==> src/rtl/wpd_pkg.sv <==
package wpd_pkg;
  localparam int CMP_W = 15;
  localparam int DATA_W = 8;
  localparam int NUM_SHORT = 3;
  localparam int SHORT_LEN = 3;

  typedef logic [DATA_W-1:0] byte_t;
  typedef logic [CMP_W-1:0] caddr_t;

  typedef enum logic [1:0] {
    CMD_UNLOCK   = 2'd0,
    CMD_ID_ENTER = 2'd1,
    CMD_ID_EXIT  = 2'd2
  } short_cmd_e;

  localparam byte_t MFR_CODE = 8'h1F;
  localparam byte_t LOCK_READ = 8'hFF;
  localparam caddr_t CMD_A_HI = 15'h5555;
  localparam caddr_t CMD_A_LO = 15'h2AAA;
  localparam byte_t CMD_D_1 = 8'hAA;
  localparam byte_t CMD_D_2 = 8'h55;

  function automatic byte_t short_final(input int idx);
    case (idx)
      0:       short_final = 8'hA0;
      1:       short_final = 8'h90;
      default: short_final = 8'hF0;
    endcase
  endfunction
endpackage

==> src/rtl/wpd_seq_matcher.sv <==
module wpd_seq_matcher
  import wpd_pkg::*;
#(
  parameter int N = 3,
  parameter logic [N*CMP_W-1:0] STEP_ADDR = '0,
  parameter logic [N*DATA_W-1:0] STEP_DATA = '0
) (
  input  logic   clk,
  input  logic   rst_n,
  input  logic   en,
  input  caddr_t addr,
  input  byte_t  data,
  output logic   adv,
  output logic   done
);
  localparam int CNT_W = (N > 1) ? $clog2(N) : 1;
  localparam logic [CNT_W-1:0] LAST = CNT_W'(N - 1);

  logic [CNT_W-1:0] cnt_q, cnt_d;
  caddr_t exp_addr;
  byte_t  exp_data;
  logic   hit_cur, hit_first;

  always_comb begin
    exp_addr  = STEP_ADDR[int'(cnt_q)*CMP_W +: CMP_W];
    exp_data  = STEP_DATA[int'(cnt_q)*DATA_W +: DATA_W];
    hit_cur   = (addr == exp_addr) && (data == exp_data);
    hit_first = (addr == STEP_ADDR[CMP_W-1:0]) && (data == STEP_DATA[DATA_W-1:0]);
  end

  always_comb begin
    cnt_d = cnt_q;
    done  = 1'b0;
    adv   = 1'b0;
    if (en) begin
      adv = hit_cur || hit_first;
      if (hit_cur) begin
        if (cnt_q == LAST) begin
          cnt_d = '0;
          done  = 1'b1;
        end else begin
          cnt_d = cnt_q + 1'b1;
        end
      end else if (hit_first) begin
        cnt_d = CNT_W'(1);
      end else begin
        cnt_d = '0;
      end
    end
  end

  always_ff @(posedge clk or negedge rst_n) begin
    if (!rst_n) cnt_q <= '0;
    else if (en) cnt_q <= cnt_d;
  end

  AST_STEP_RANGE: assert property (@(posedge clk) disable iff (!rst_n)
    cnt_q <= LAST) else $error("step counter out of range");

  AST_IDLE_AFTER_DONE: assert property (@(posedge clk) disable iff (!rst_n)
    done |=> (cnt_q == '0)) else $error("matcher not idle after completion");
endmodule

==> src/rtl/wpd_interval_timer.sv <==
module wpd_interval_timer #(
  parameter int LEN = 16
) (
  input  logic clk,
  input  logic rst_n,
  input  logic load,
  output logic busy,
  output logic expire
);
  localparam int CW = $clog2(LEN + 1);
  localparam logic [CW-1:0] LEN_V = CW'(LEN);

  logic [CW-1:0] cnt_q, cnt_d;
  logic          cnt_en;

  always_comb begin
    cnt_en = load || (cnt_q != '0);
    cnt_d  = load ? LEN_V : (cnt_q - 1'b1);
    busy   = (cnt_q != '0);
    expire = (cnt_q == CW'(1)) && !load;
  end

  always_ff @(posedge clk or negedge rst_n) begin
    if (!rst_n) cnt_q <= '0;
    else if (cnt_en) cnt_q <= cnt_d;
  end

  AST_TMR_RANGE: assert property (@(posedge clk) disable iff (!rst_n)
    cnt_q <= LEN_V) else $error("timer above its length");

  AST_TMR_RELOAD: assert property (@(posedge clk) disable iff (!rst_n)
    load |=> (cnt_q == LEN_V)) else $error("timer did not reload");
endmodule

==> src/rtl/wp_seq_decoder.sv <==
module wp_seq_decoder
  import wpd_pkg::*;
#(
  parameter int ADDR_W = 17,
  parameter int LOCK_CYCLES = 1000000,
  parameter int BLC_CYCLES = 15000,
  parameter logic [7:0] DEV_CODE = 8'hD5,
  parameter logic [6*CMP_W-1:0] DIS_ADDR = {15'h5555, 15'h2AAA, 15'h5555,
                                            15'h5555, 15'h2AAA, 15'h5555},
  parameter logic [6*DATA_W-1:0] DIS_DATA = {8'h20, 8'h55, 8'hAA,
                                             8'h80, 8'h55, 8'hAA}
) (
  input  logic              clk,
  input  logic              rst_n,
  input  logic              wr_stb,
  input  logic [ADDR_W-1:0] wr_addr,
  input  logic [7:0]        wr_data,
  input  logic [ADDR_W-1:0] rd_addr,
  input  logic [7:0]        rd_array_data,
  output logic [7:0]        rd_data,
  output logic              byte_accept,
  output logic              protect_enabled,
  output logic              write_permitted,
  output logic              id_mode,
  output logic              lockout
);
  logic   protect_q, protect_d;
  logic   permit_q, permit_d;
  logic   id_q, id_d;
  logic   lock_busy, lock_expire, lock_start;
  logic   burst_busy, burst_expire;
  logic   live_wr, mat_en, any_adv, data_wr, allowed;
  caddr_t cmp_addr;
  logic [NUM_SHORT-1:0] short_adv, short_done;
  logic   dis_adv, dis_done;

  assign cmp_addr = wr_addr[CMP_W-1:0];

  genvar gi;
  generate
    for (gi = 0; gi < NUM_SHORT; gi++) begin : g_short
      localparam byte_t FINAL = short_final(gi);
      wpd_seq_matcher #(
        .N(SHORT_LEN),
        .STEP_ADDR({CMD_A_HI, CMD_A_LO, CMD_A_HI}),
        .STEP_DATA({FINAL, CMD_D_2, CMD_D_1})
      ) u_match (
        .clk(clk), .rst_n(rst_n), .en(mat_en), .addr(cmp_addr), .data(wr_data),
        .adv(short_adv[gi]), .done(short_done[gi])
      );
    end
  endgenerate

  wpd_seq_matcher #(
    .N(6), .STEP_ADDR(DIS_ADDR), .STEP_DATA(DIS_DATA)
  ) u_disable (
    .clk(clk), .rst_n(rst_n), .en(mat_en), .addr(cmp_addr), .data(wr_data),
    .adv(dis_adv), .done(dis_done)
  );

  wpd_interval_timer #(.LEN(LOCK_CYCLES)) u_lock_tmr (
    .clk(clk), .rst_n(rst_n), .load(lock_start), .busy(lock_busy), .expire(lock_expire)
  );

  wpd_interval_timer #(.LEN(BLC_CYCLES)) u_burst_tmr (
    .clk(clk), .rst_n(rst_n), .load(byte_accept), .busy(burst_busy), .expire(burst_expire)
  );

  always_comb begin
    live_wr     = wr_stb && !lock_busy;
    mat_en      = live_wr && !burst_busy;
    any_adv     = (|short_adv) || dis_adv;
    data_wr     = live_wr && (burst_busy || !any_adv);
    allowed     = !protect_q || permit_q;
    byte_accept = data_wr && allowed;
    lock_start  = data_wr && !allowed;
  end

  always_comb begin
    protect_d = protect_q;
    permit_d  = permit_q;
    id_d      = id_q;
    if (dis_done) begin
      protect_d = 1'b0;
      permit_d  = 1'b0;
    end else if (short_done[CMD_UNLOCK]) begin
      protect_d = 1'b1;
      permit_d  = 1'b1;
    end else if (burst_expire) begin
      permit_d  = 1'b0;
    end
    if (short_done[CMD_ID_ENTER]) id_d = 1'b1;
    else if (short_done[CMD_ID_EXIT]) id_d = 1'b0;
  end

  always_ff @(posedge clk or negedge rst_n) begin
    if (!rst_n) begin
      protect_q <= 1'b0;
      permit_q  <= 1'b0;
      id_q      <= 1'b0;
    end else begin
      protect_q <= protect_d;
      permit_q  <= permit_d;
      id_q      <= id_d;
    end
  end

  always_comb begin
    if (lock_busy)
      rd_data = LOCK_READ;
    else if (id_q && (rd_addr == ADDR_W'(0)))
      rd_data = MFR_CODE;
    else if (id_q && (rd_addr == ADDR_W'(1)))
      rd_data = DEV_CODE;
    else
      rd_data = rd_array_data;
  end

  assign protect_enabled = protect_q;
  assign write_permitted = allowed && !lock_busy;
  assign id_mode         = id_q;
  assign lockout         = lock_busy;

  AST_PERMIT_NEEDS_PROT: assert property (@(posedge clk) disable iff (!rst_n)
    permit_q |-> protect_q) else $error("permission without protection");

  AST_PROT_STICKY: assert property (@(posedge clk) disable iff (!rst_n)
    (protect_q && !dis_done) |=> protect_q) else $error("protection dropped");

  AST_LOCK_START: assert property (@(posedge clk) disable iff (!rst_n)
    lock_start |=> lockout) else $error("refused load without lockout");

  AST_LOCK_FREEZE: assert property (@(posedge clk) disable iff (!rst_n)
    lock_busy |=> ($stable(protect_q) && $stable(permit_q) && $stable(id_q)))
    else $error("state changed during lockout");

  AST_ACCEPT_OPENS_BURST: assert property (@(posedge clk) disable iff (!rst_n)
    byte_accept |=> burst_busy) else $error("accepted byte without burst");

  AST_LOCK_READ: assert property (@(posedge clk) disable iff (!rst_n)
    lockout |-> (rd_data == LOCK_READ)) else $error("read not blocked");
endmodule

==> config.mk <==
export PLATFORM = sky130hd
export DESIGN_NAME = wp_seq_decoder
export DESIGN_NICKNAME = d
export VERILOG_FILES = /design/src/rtl/wpd_pkg.sv /design/src/rtl/wpd_seq_matcher.sv /design/src/rtl/wpd_interval_timer.sv /design/src/rtl/wp_seq_decoder.sv
export SDC_FILE = /design/constraint.sdc
export NUM_CORES = 1
export LEC_CHECK = 0
export CAP_MARGIN = 10
export CORE_MARGIN = 2
export CORE_UTILIZATION = 46
export DETAILED_ROUTE_END_ITERATION = 7
export GPL_ROUTABILITY_DRIVEN = 0
export HOLD_SLACK_MARGIN = 0.02
export PLACE_DENSITY = 0.73
export SYNTH_ARGS = -nofsm -noshare
export SYNTH_HDL_FRONTEND = slang
export SYNTH_SLANG_ARGS = --single-unit
==> constraint.sdc <==
create_clock -name clk -period 3.09 [get_ports clk]
set_clock_uncertainty 0.05 [all_clocks]
set_input_delay 0.618 -clock clk [delete_from_list [all_inputs] [get_ports clk]]
set_output_delay 0.618 -clock clk [all_outputs]
set_load 0.1 [all_outputs]
After elaboration in Yosys (flattened, before gate mapping):

Index checks and enable logic that the tools add are counted.

* $add $sub $neg: 6
* $mul: 4
* eq/ne operators: 16
* shift operators: 8
* multiplexer cells: 38
* reductions and logical operators: 36

Operators by type and width (number)
* $shiftx 45x32->15 const A: 3
* $shiftx 90x32->15 const A: 1
* $shiftx 24x6->8 const A: 3
* $eq 15x15->1: 4
* $shiftx 48x7->8 const A: 1
* $eq 8x8->1: 4
* $mux 1: 25
* $mux 8: 3
* $mux 20: 1
* $reduce_bool 20->1: 1
* $sub 20x1->20 const B: 1
* $mul 2x4->6 const B: 3
* $eq 17x1->1 const B: 1
* $logic_not 17->1: 1
* $eq 15x15->1 const B: 1
* $eq 14x1->1 const B: 1
* $logic_and 1x1->1: 14
* $mux 14: 1
* $reduce_bool 14->1: 1
* $sub 14x1->14 const B: 1
* $mux 2: 6
* $logic_or 1x1->1: 9
* $eq 8x8->1 const B: 1
* $mul 3x4->7 const B: 1
* other kinds (9): 20

* bits in registers: 46
* input port bits: 53
* output and inout bits: 13
* word-level logic and storage cells: 117

Logic depth before layout (Yosys ltp):

Gate-level depths: netlist (run 1).

* depth in word-level cells: 17
* depth in mapped cells: 10
* gate-level depth less buffers: 9

By module:

Synthesis (run 1) repeated with hierarchy kept, for this count alone.

* cells, all modules: 451
* area, all modules: 3846.2 um2

By module, submodules not included
* wpd_interval_timer (u_lock_tmr): instances 1, cells an instance 130, area an instance 1176.1 um2, sequential area each 500.5 um2
* wpd_interval_timer (u_burst_tmr): instances 1, cells an instance 79, area an instance 823.3 um2, sequential area each 350.3 um2
* wpd_seq_matcher (u_disable): instances 1, cells an instance 68, area an instance 521.8 um2, sequential area each 75.1 um2
* wpd_seq_matcher (g_short[1].u_match): instances 1, cells an instance 49, area an instance 365.4 um2, sequential area each 50.0 um2
* wpd_seq_matcher (g_short[2].u_match): instances 1, cells an instance 45, area an instance 349.1 um2, sequential area each 50.0 um2
* wp_seq_decoder: instances 1, cells an instance 40, area an instance 306.5 um2, sequential area each 75.1 um2
* wpd_seq_matcher (g_short[0].u_match): instances 1, cells an instance 40, area an instance 304.0 um2, sequential area each 50.0 um2

Worst setup path after synthesis (run 1):

Ideal clock, no wire load.

* path type: register to output
* start: reg u_lock_tmr.cnt_q[12]
* end: out write_permitted
* arrival: 3.482 ns
* data required time: 2.422 ns
* setup slack: -1.060 ns
* stages on the path, launching flop included: 7
* buffers on the path: 1
* cell sequence: dfrtp_1 or4_4 nor4b_4 and4_4 buf_2 inv_1 nor2_1

* word-level cells in the longest chain between the ends: 3

RTL lines
* start, declared: RTL line wpd_interval_timer.sv:13 `logic [CW-1:0] cnt_q, cnt_d;`
* start signal, assigned: RTL line wpd_interval_timer.sv:25 `else if (cnt_en) cnt_q <= cnt_d;`
* $reduce_bool 20->1: RTL line wpd_interval_timer.sv:19 `busy = (cnt_q != '0);`
* named net lockout: RTL line wp_seq_decoder.sv:25 `output logic lockout`
* $logic_not 1->1: RTL line wp_seq_decoder.sv:120 `assign write_permitted = allowed && !lock_busy;`
* $logic_and 1x1->1: RTL line wp_seq_decoder.sv:120
* end, declared: RTL line wp_seq_decoder.sv:23 `output logic write_permitted,`

The timed path passes the listed nets, and every way through them passes these cells.

Final worst setup path (run 1):

* start: in wr_addr[5]
* end: out byte_accept

* word-level cells in the longest chain between the ends: 10

RTL lines
* start, declared: RTL line wp_seq_decoder.sv:16 `input logic [ADDR_W-1:0] wr_addr,`
* $eq 15x15->1, on equally long branches: RTL line wpd_seq_matcher.sv:27, wpd_seq_matcher.sv:28
* $logic_and 1x1->1, on equally long branches: RTL line wpd_seq_matcher.sv:27, wpd_seq_matcher.sv:28
* $logic_or 1x1->1: RTL line wpd_seq_matcher.sv:36 `adv = hit_cur || hit_first;`
* $mux 1: RTL line wpd_seq_matcher.sv:35 `if (en) begin`
* $reduce_or 3->1: RTL line wp_seq_decoder.sv:72 `any_adv = (|short_adv) || dis_adv;`
* $logic_or 1x1->1 (*): RTL line wp_seq_decoder.sv:72
* $logic_not 1->1 (*): RTL line wp_seq_decoder.sv:73 `data_wr = live_wr && (burst_busy || !any_adv);`
* $logic_or 1x1->1 (*): RTL line wp_seq_decoder.sv:73
* $logic_and 1x1->1 (*): RTL line wp_seq_decoder.sv:73
* $logic_and 1x1->1 (*): RTL line wp_seq_decoder.sv:75 `byte_accept = data_wr && allowed;`
* end, declared: RTL line wp_seq_decoder.sv:21 `output logic byte_accept,`

Every way passes the cells marked *; elsewhere a longest branch is shown, timed or not.

==> flow_summary.toml, run 1 <==
[drt]
first_pass_iters = 4
drt-total-wl_mm = 9.659
wl_per_cell_um = 15.97
vias = 3279
ant_nets = 0
viasPerCell = 5.420
drc = 0
drtIter0Drc = 140

[global_routing]
antenna_found_initial = 0
grt_pass1_vias = 3277
grt_max_degree = 47
grt_remaining_overflow = 0
grt_pass1_wl_mm = 14.86
groute.usage.overall = 0.2390

[floorplanning]
die_w_um = 88.63
fp-row-count = 30
ioPinCount = 66
coreArea_mm2 = 0.006869
fp.dieArea_mm2 = 0.007854
dieHeight_um = 88.63
start_util = 0.4796

[worst_setup_path]
worstPathRequired_ns = 2.42
crit_fanout = 4
setup.worst_path.end_class = "output pin"
arrival_ns = 2.66
cp_cell_sequence = "buf_6 > or4_4 > nor4_4 > mux2i_2 > o22ai_2 > nor2_4 > o2111ai_4 > clkinvlp_4 > buf_12"
crit_family = "simple AND/OR/NAND/NOR gates"
crit_path_start_kind = "input port"
cp.buffers_inverters = 3
cp_slowest_stage_delay_ns = 0.59
cp_slowest_cell = "or4_4"
worst-setup-path-type = "input port to output pin"

[power_and_ir_drop]
total_power_uw = 1099
p_leak_uw = 0.002127
ir_drop_uv = 256.6
p_per_area_mw_per_mm2 = 216.8

[synth]
ys_top_cells_by_area = "dfrtp_1, ha_1, nand2_1"
synth-seq-cells = 46
yosys_most_used_dff = "dfrtp_1"
synth_edf_count = 0
seq_area_frac_synth = 0.3494
synth_top_area_frac = 0.3494
async_flop_share = 1.000
synth_fp_nets = 433
avgSynthCellArea_um2 = 9.051
yosys_warnings = 0
yosys-top-cells-count = "nand2_1, dfrtp_1, nor2_1, nor4_1, xor2_1"
syn_area_mm2 = 0.003294
synth.largest_area_cell = "dfrtp_1"
ys_types = 57
post_synth_inst_count = 364
synth_most_common_cell = "nand2_1"

[clocking]
holdBufCountCts = 0
cts_root_buffer = "clkbuf_8"
cts_inserted_buffers = 5
clock_sinks = 46
htreeDepth = 2
cts.clk_slew.worst_paths_ns = 0.09
max-clock-path-buffers = 2
cts_tree = "done"
worstSkewPairLatency_ns = 0.30

[sta]
hold_violations = 0
period_needed_ns = 3.329
timing.fmax_mhz = 300.4
worstMarginPinSlew_ns = 1.091
setup_viol_count_final = 4
rsz0062_at_grt = "true"
slew_headroom = 0.2659
min_period_over_period = 1.077
fin_ws_ns = -0.2385
slew_viol_final = 0

[outcome]
outcome = "finished, violations left"
violations = "setup timing"

[placed_design]
placed_area_mm2 = 0.004483
dp.cells = 561
portBuffers = 63
place.detailed.hpwl_mm = 6.431

[flow_run]
drv_cap = 0

[layout]
layout-drive-gt1-share = 0.3418
design_area_mm2 = 0.005071
antennaDiodeCount = 0
area_growth_pct = 53.93
final_nets = 578
final_cells = 605

[hold_path]
hold_class = "input port to async pin"
==> what timing repair did <==
action | in CTS | in global routing
endpoints found under the hold margin | 0 | 0
gates resized for setup | 63 | 35
buffers inserted | 18 | 19
pin swaps | 31 | 22
endpoints found under the setup margin | 9 | 11
==> registers in the layout, indices dropped and copies added (netlist names) <==
register               flops
permit_q                   1
u_burst_tmr.cnt_q         14
u_disable.cnt_q            3
u_lock_tmr.cnt_q          20
g_short.u_match.cnt_q      6
id_mode                    1
protect_enabled            1
==> worst reg2reg max path, delay by kind of cell (launching register included) <==
kind            cells  cell delay (ns)
fa+ha+maj           1             0.22
compound gates      1             0.42
simple gates        4             1.25
flops               1             0.38
xor+xnor            1             0.18
buf+inv             1             0.08
==> final timing paths <==
check | start | endpoint | slack [ns] | cells after the start
setup / recovery | wr_addr[5] | byte_accept | -0.24 | 9
hold / removal | rst_n | u_burst_tmr.cnt_q[9] | 0.44 | 1
setup reg to reg | u_lock_tmr.cnt_q[0] | u_lock_tmr.cnt_q[17] | 0.40 | 8
hold reg to reg | u_lock_tmr.cnt_q[10] | u_lock_tmr.cnt_q[10] | 0.45 | 1
max in group asynchronous | rst_n | u_lock_tmr.cnt_q[3] | 1.81 | 1
min in group clk | u_lock_tmr.cnt_q[10] | u_lock_tmr.cnt_q[10] | 0.45 | 1
==> layout make-up <==
class | instances | area (um2)
multi-input cells | 295 | 2292
clock buffers | 5 | 68.82
repair buffers | 145 | 1359
flip-flops and latches | 46 | 1154
fillers | 483 | 1798
well taps | 96 | 120.1
clock inverters | 2 | 10.01
inverters | 16 | 67.56
==> layer usage <==
layer,global-route usage,vias up,part of all wire
met1,0.3009,1595,0.44
met4,0.08953,0,0.014
li1,-,1614,-
met5,0,-,0
met2,0.4220,58,0.52
met3,0.02519,12,0.025
==> stage by stage <==
stage / util / setup slack [ns] / TNS, ns / hold slack, ns
detailed placement: 0.6526 / -0.5837 / -2.180 / 0.4338
CTS: 0.7004 / -0.2884 / -0.4527 / 0.4507
finish: 0.7383 / -0.2385 / -0.2971 / 0.4378
global route: 0.7383 / -0.3062 / -0.7622 / 0.4811
global placement: 0.6526 / -0.5561 / -1.404 / 0.4118
floorplan: - / -0.3095 / -1.079 / 0.2724
==> report_power, final <==
part	leakage (uW)	total [uW]	internal (uW)	switching [uW]
clock	0.0000438	353	152	201
combinational	0.00155	144	79.9	64.6
sequential	0.000532	601	601	0
==> cells by family after synthesis <==
group	synth area share
xor+xnor	0.08242
buf+inv	0.02811
mux	0.02431
fa+ha+maj	0.06077
compound gates	0.1128
simple gates	0.3422
flops	0.3494
==> cell usage in the layout (no fill, tap or decap), types with 6 or more instances in the layout <==
master / n
and2_1: 9
and3_1: 7
buf_12: 12
buf_4: 75
buf_6: 10
clkdlybuf4s50_1: 22
dfrtp_1: 44
dlygate4sd2_1: 16
ha_1: 14
inv_1: 14
mux2i_1: 6
nand2_1: 45
nand2b_1: 8
nand3_1: 8
nand3b_1: 6
nand4_1: 8
nor2_1: 21
nor3_1: 9
nor4_1: 9
nor4_2: 8
o21ai_0: 10
or3_1: 6
xnor2_1: 14
xor2_1: 17
Power figures use the tool's default switching activity.
==> run 2: changes to the inputs <==
Clock period 3.09 ns to 3.8 ns, I/O delays scaled along.
==> run 2 against run 1 <==
  * The run now ends clean
  * Via count down 9.8%
  * Wire length shrank 19%
  * Critical path depth grew 1
  * Register-to-register slack better by 0.53 ns
==> flow_summary.toml, run 2 (synthesis gave the netlist of run 1 again) <==
[outcome]
outcome = "finished, final reports clean"

[worst_setup_path]
r2r-end = "id_mode"
cp_slowest_cell = "clkdlybuf4s50_1"
r2r_start = "u_burst_tmr.cnt_q[4]"
worst-setup-path-type = "input port to output pin"
cp_slowest_stage_delay_ns = 0.47
cp_cell_sequence = "clkdlybuf4s50_1 > buf_4 > or3b_2 > a21oi_1 > o22ai_1 > o22ai_2 > nor2_2 > o2111ai_2 > inv_2 > buf_12"
worstPathRequired_ns = 2.99
crit_path_start_kind = "input port"
ff2ff_path_depth = 6
r2r_slack_ns = 0.93
cp.buffers_inverters = 4
crit_fanout = 8
arrival_ns = 2.94
crit_family = "buffers and inverters"
setup.worst_path.end_class = "output pin"

[drt]
wl_per_cell_um = 14.41
first_pass_iters = 5
drt-total-wl_mm = 7.798
viasPerCell = 5.466
drtIter0Drc = 128
vias = 2957
drc = 0
ant_nets = 0

[sta]
fin_ws_ns = 0.04885
setup_viol_count_final = 0
worstMarginPinSlew_ns = 1.003
slew_headroom = 0.3313
rsz0062_at_grt = "true"
min_period_over_period = 0.9871
hold_violations = 0
timing.fmax_mhz = 266.6
slew_viol_final = 0
fin_hold_ws_ns = 0.4317
period_needed_ns = 3.751

[global_routing]
grt_remaining_overflow = 0
antenna_found_initial = 0
grt_pass1_vias = 2987
grt_pass1_wl_mm = 13.32
grt_max_degree = 47
groute.usage.overall = 0.2105

[layout]
regMostFlops = "u_lock_tmr.cnt_q"
largest_register_ffs = 20
final_nets = 513
final_cell_mix = "nand2_1, dfrtp_1, clkdlybuf4s50_1"
area_growth_pct = 32.74
design_area_mm2 = 0.004373
layout_commonest_cell = "nand2_1"
antennaDiodeCount = 0
layout-drive-gt1-share = 0.1551
top_regs = "u_lock_tmr.cnt_q (20), u_burst_tmr.cnt_q (14), g_short.u_match.cnt_q (6)"

[placed_design]
pre_cts_slack_ns = -0.06608
place.detailed.hpwl_mm = 5.973
placed_area_mm2 = 0.004198
portBuffers = 63

[floorplanning]
die_w_um = 88.63
fp.dieArea_mm2 = 0.007854
fp-row-count = 30
ioPinCount = 66
coreArea_mm2 = 0.006869
start_util = 0.4796
dieHeight_um = 88.63

[clocking]
cts_inserted_buffers = 5
cts_tree = "done"
cts_root_buffer = "clkbuf_8"
holdBufCountCts = 0
clock_sinks = 46
max-clock-path-buffers = 2
htreeDepth = 2
worstSkewPairLatency_ns = 0.29
cts.clk_slew.worst_paths_ns = 0.08

[hold_path]
min_to = "u_lock_tmr.cnt_q[12]"
holdCritStartpoint = "u_lock_tmr.cnt_q[12]"
hold_depth = 1
hold_class = "register to register"

[power_and_ir_drop]
total_power_uw = 886.7
ir_drop_uv = 191.5
p_per_area_mw_per_mm2 = 202.8
p_leak_uw = 0.001742

[flow_run]
drv_cap = 0
## run 2: layout make-up
cell class              count  area (um2)
clock inverters             1       5.005
inverters                  16       60.06
clock buffers               7       86.33
well taps                  96       120.1
flip-flops and latches     46        1151
repair buffers             80       850.8
fillers                   598        2496
multi-input cells         295        2100
## run 2: per-stage QoR
| stage | TNS (ns) | instances | utilization |
|---|---|---|---|
| 2_1_floorplan | 0 | 364 | - |
| 3_3_place_gp | -0.02233 | 529 | 0.6111 |
| 3_5_place_dp | -0.06608 | 529 | 0.6111 |
| 4_1_cts | 0 | 537 | 0.6295 |
| 5_1_grt | -0.03889 | 541 | 0.6366 |
| 6_report | 0 | 541 | 0.6366 |
## run 2: worst max-delay path by stage
stage	from	endpoint	slack, ns	cells past startpoint
2_1_floorplan	u_lock_tmr.cnt_q[12]	rd_data[1]	0.09	7
3_3_place_gp	wr_addr[9]	byte_accept	-0.02	9
3_5_place_dp	wr_addr[9]	byte_accept	-0.07	9
4_1_cts	wr_addr[1]	byte_accept	0.0007	9
5_1_grt	wr_addr[9]	byte_accept	-0.04	9
6_report	wr_data[1]	byte_accept	0.05	10
## run 2: per-layer routing
| layer | track usage | routed length, um | vias to the layer above |
|---|---|---|---|
| met5 | 0 | 0 | - |
| met4 | 0.04959 | 89 | 0 |
| met3 | 0.03545 | 275 | 9 |
| met2 | 0.3704 | 3886 | 57 |
| met1 | 0.2700 | 3547 | 1418 |
| li1 | - | - | 1473 |
## run 2: report_power, final
group          leakage, uW  total (uW)  switching, uW  internal (uW)
Sequential        0.000534         489              0            489
Combinational      0.00116        97.0           39.3           57.6
Clock            0.0000482         301            154            147
Total              0.00174         887            193            693
## run 2: repair_timing
action                                  4_1_cts  5_1_grt
endpoints found under the setup margin        1        3
setup buffers                                 0        4
pin swaps                                     0        6
gates cloned                                  0        0
resized for setup                             5        7
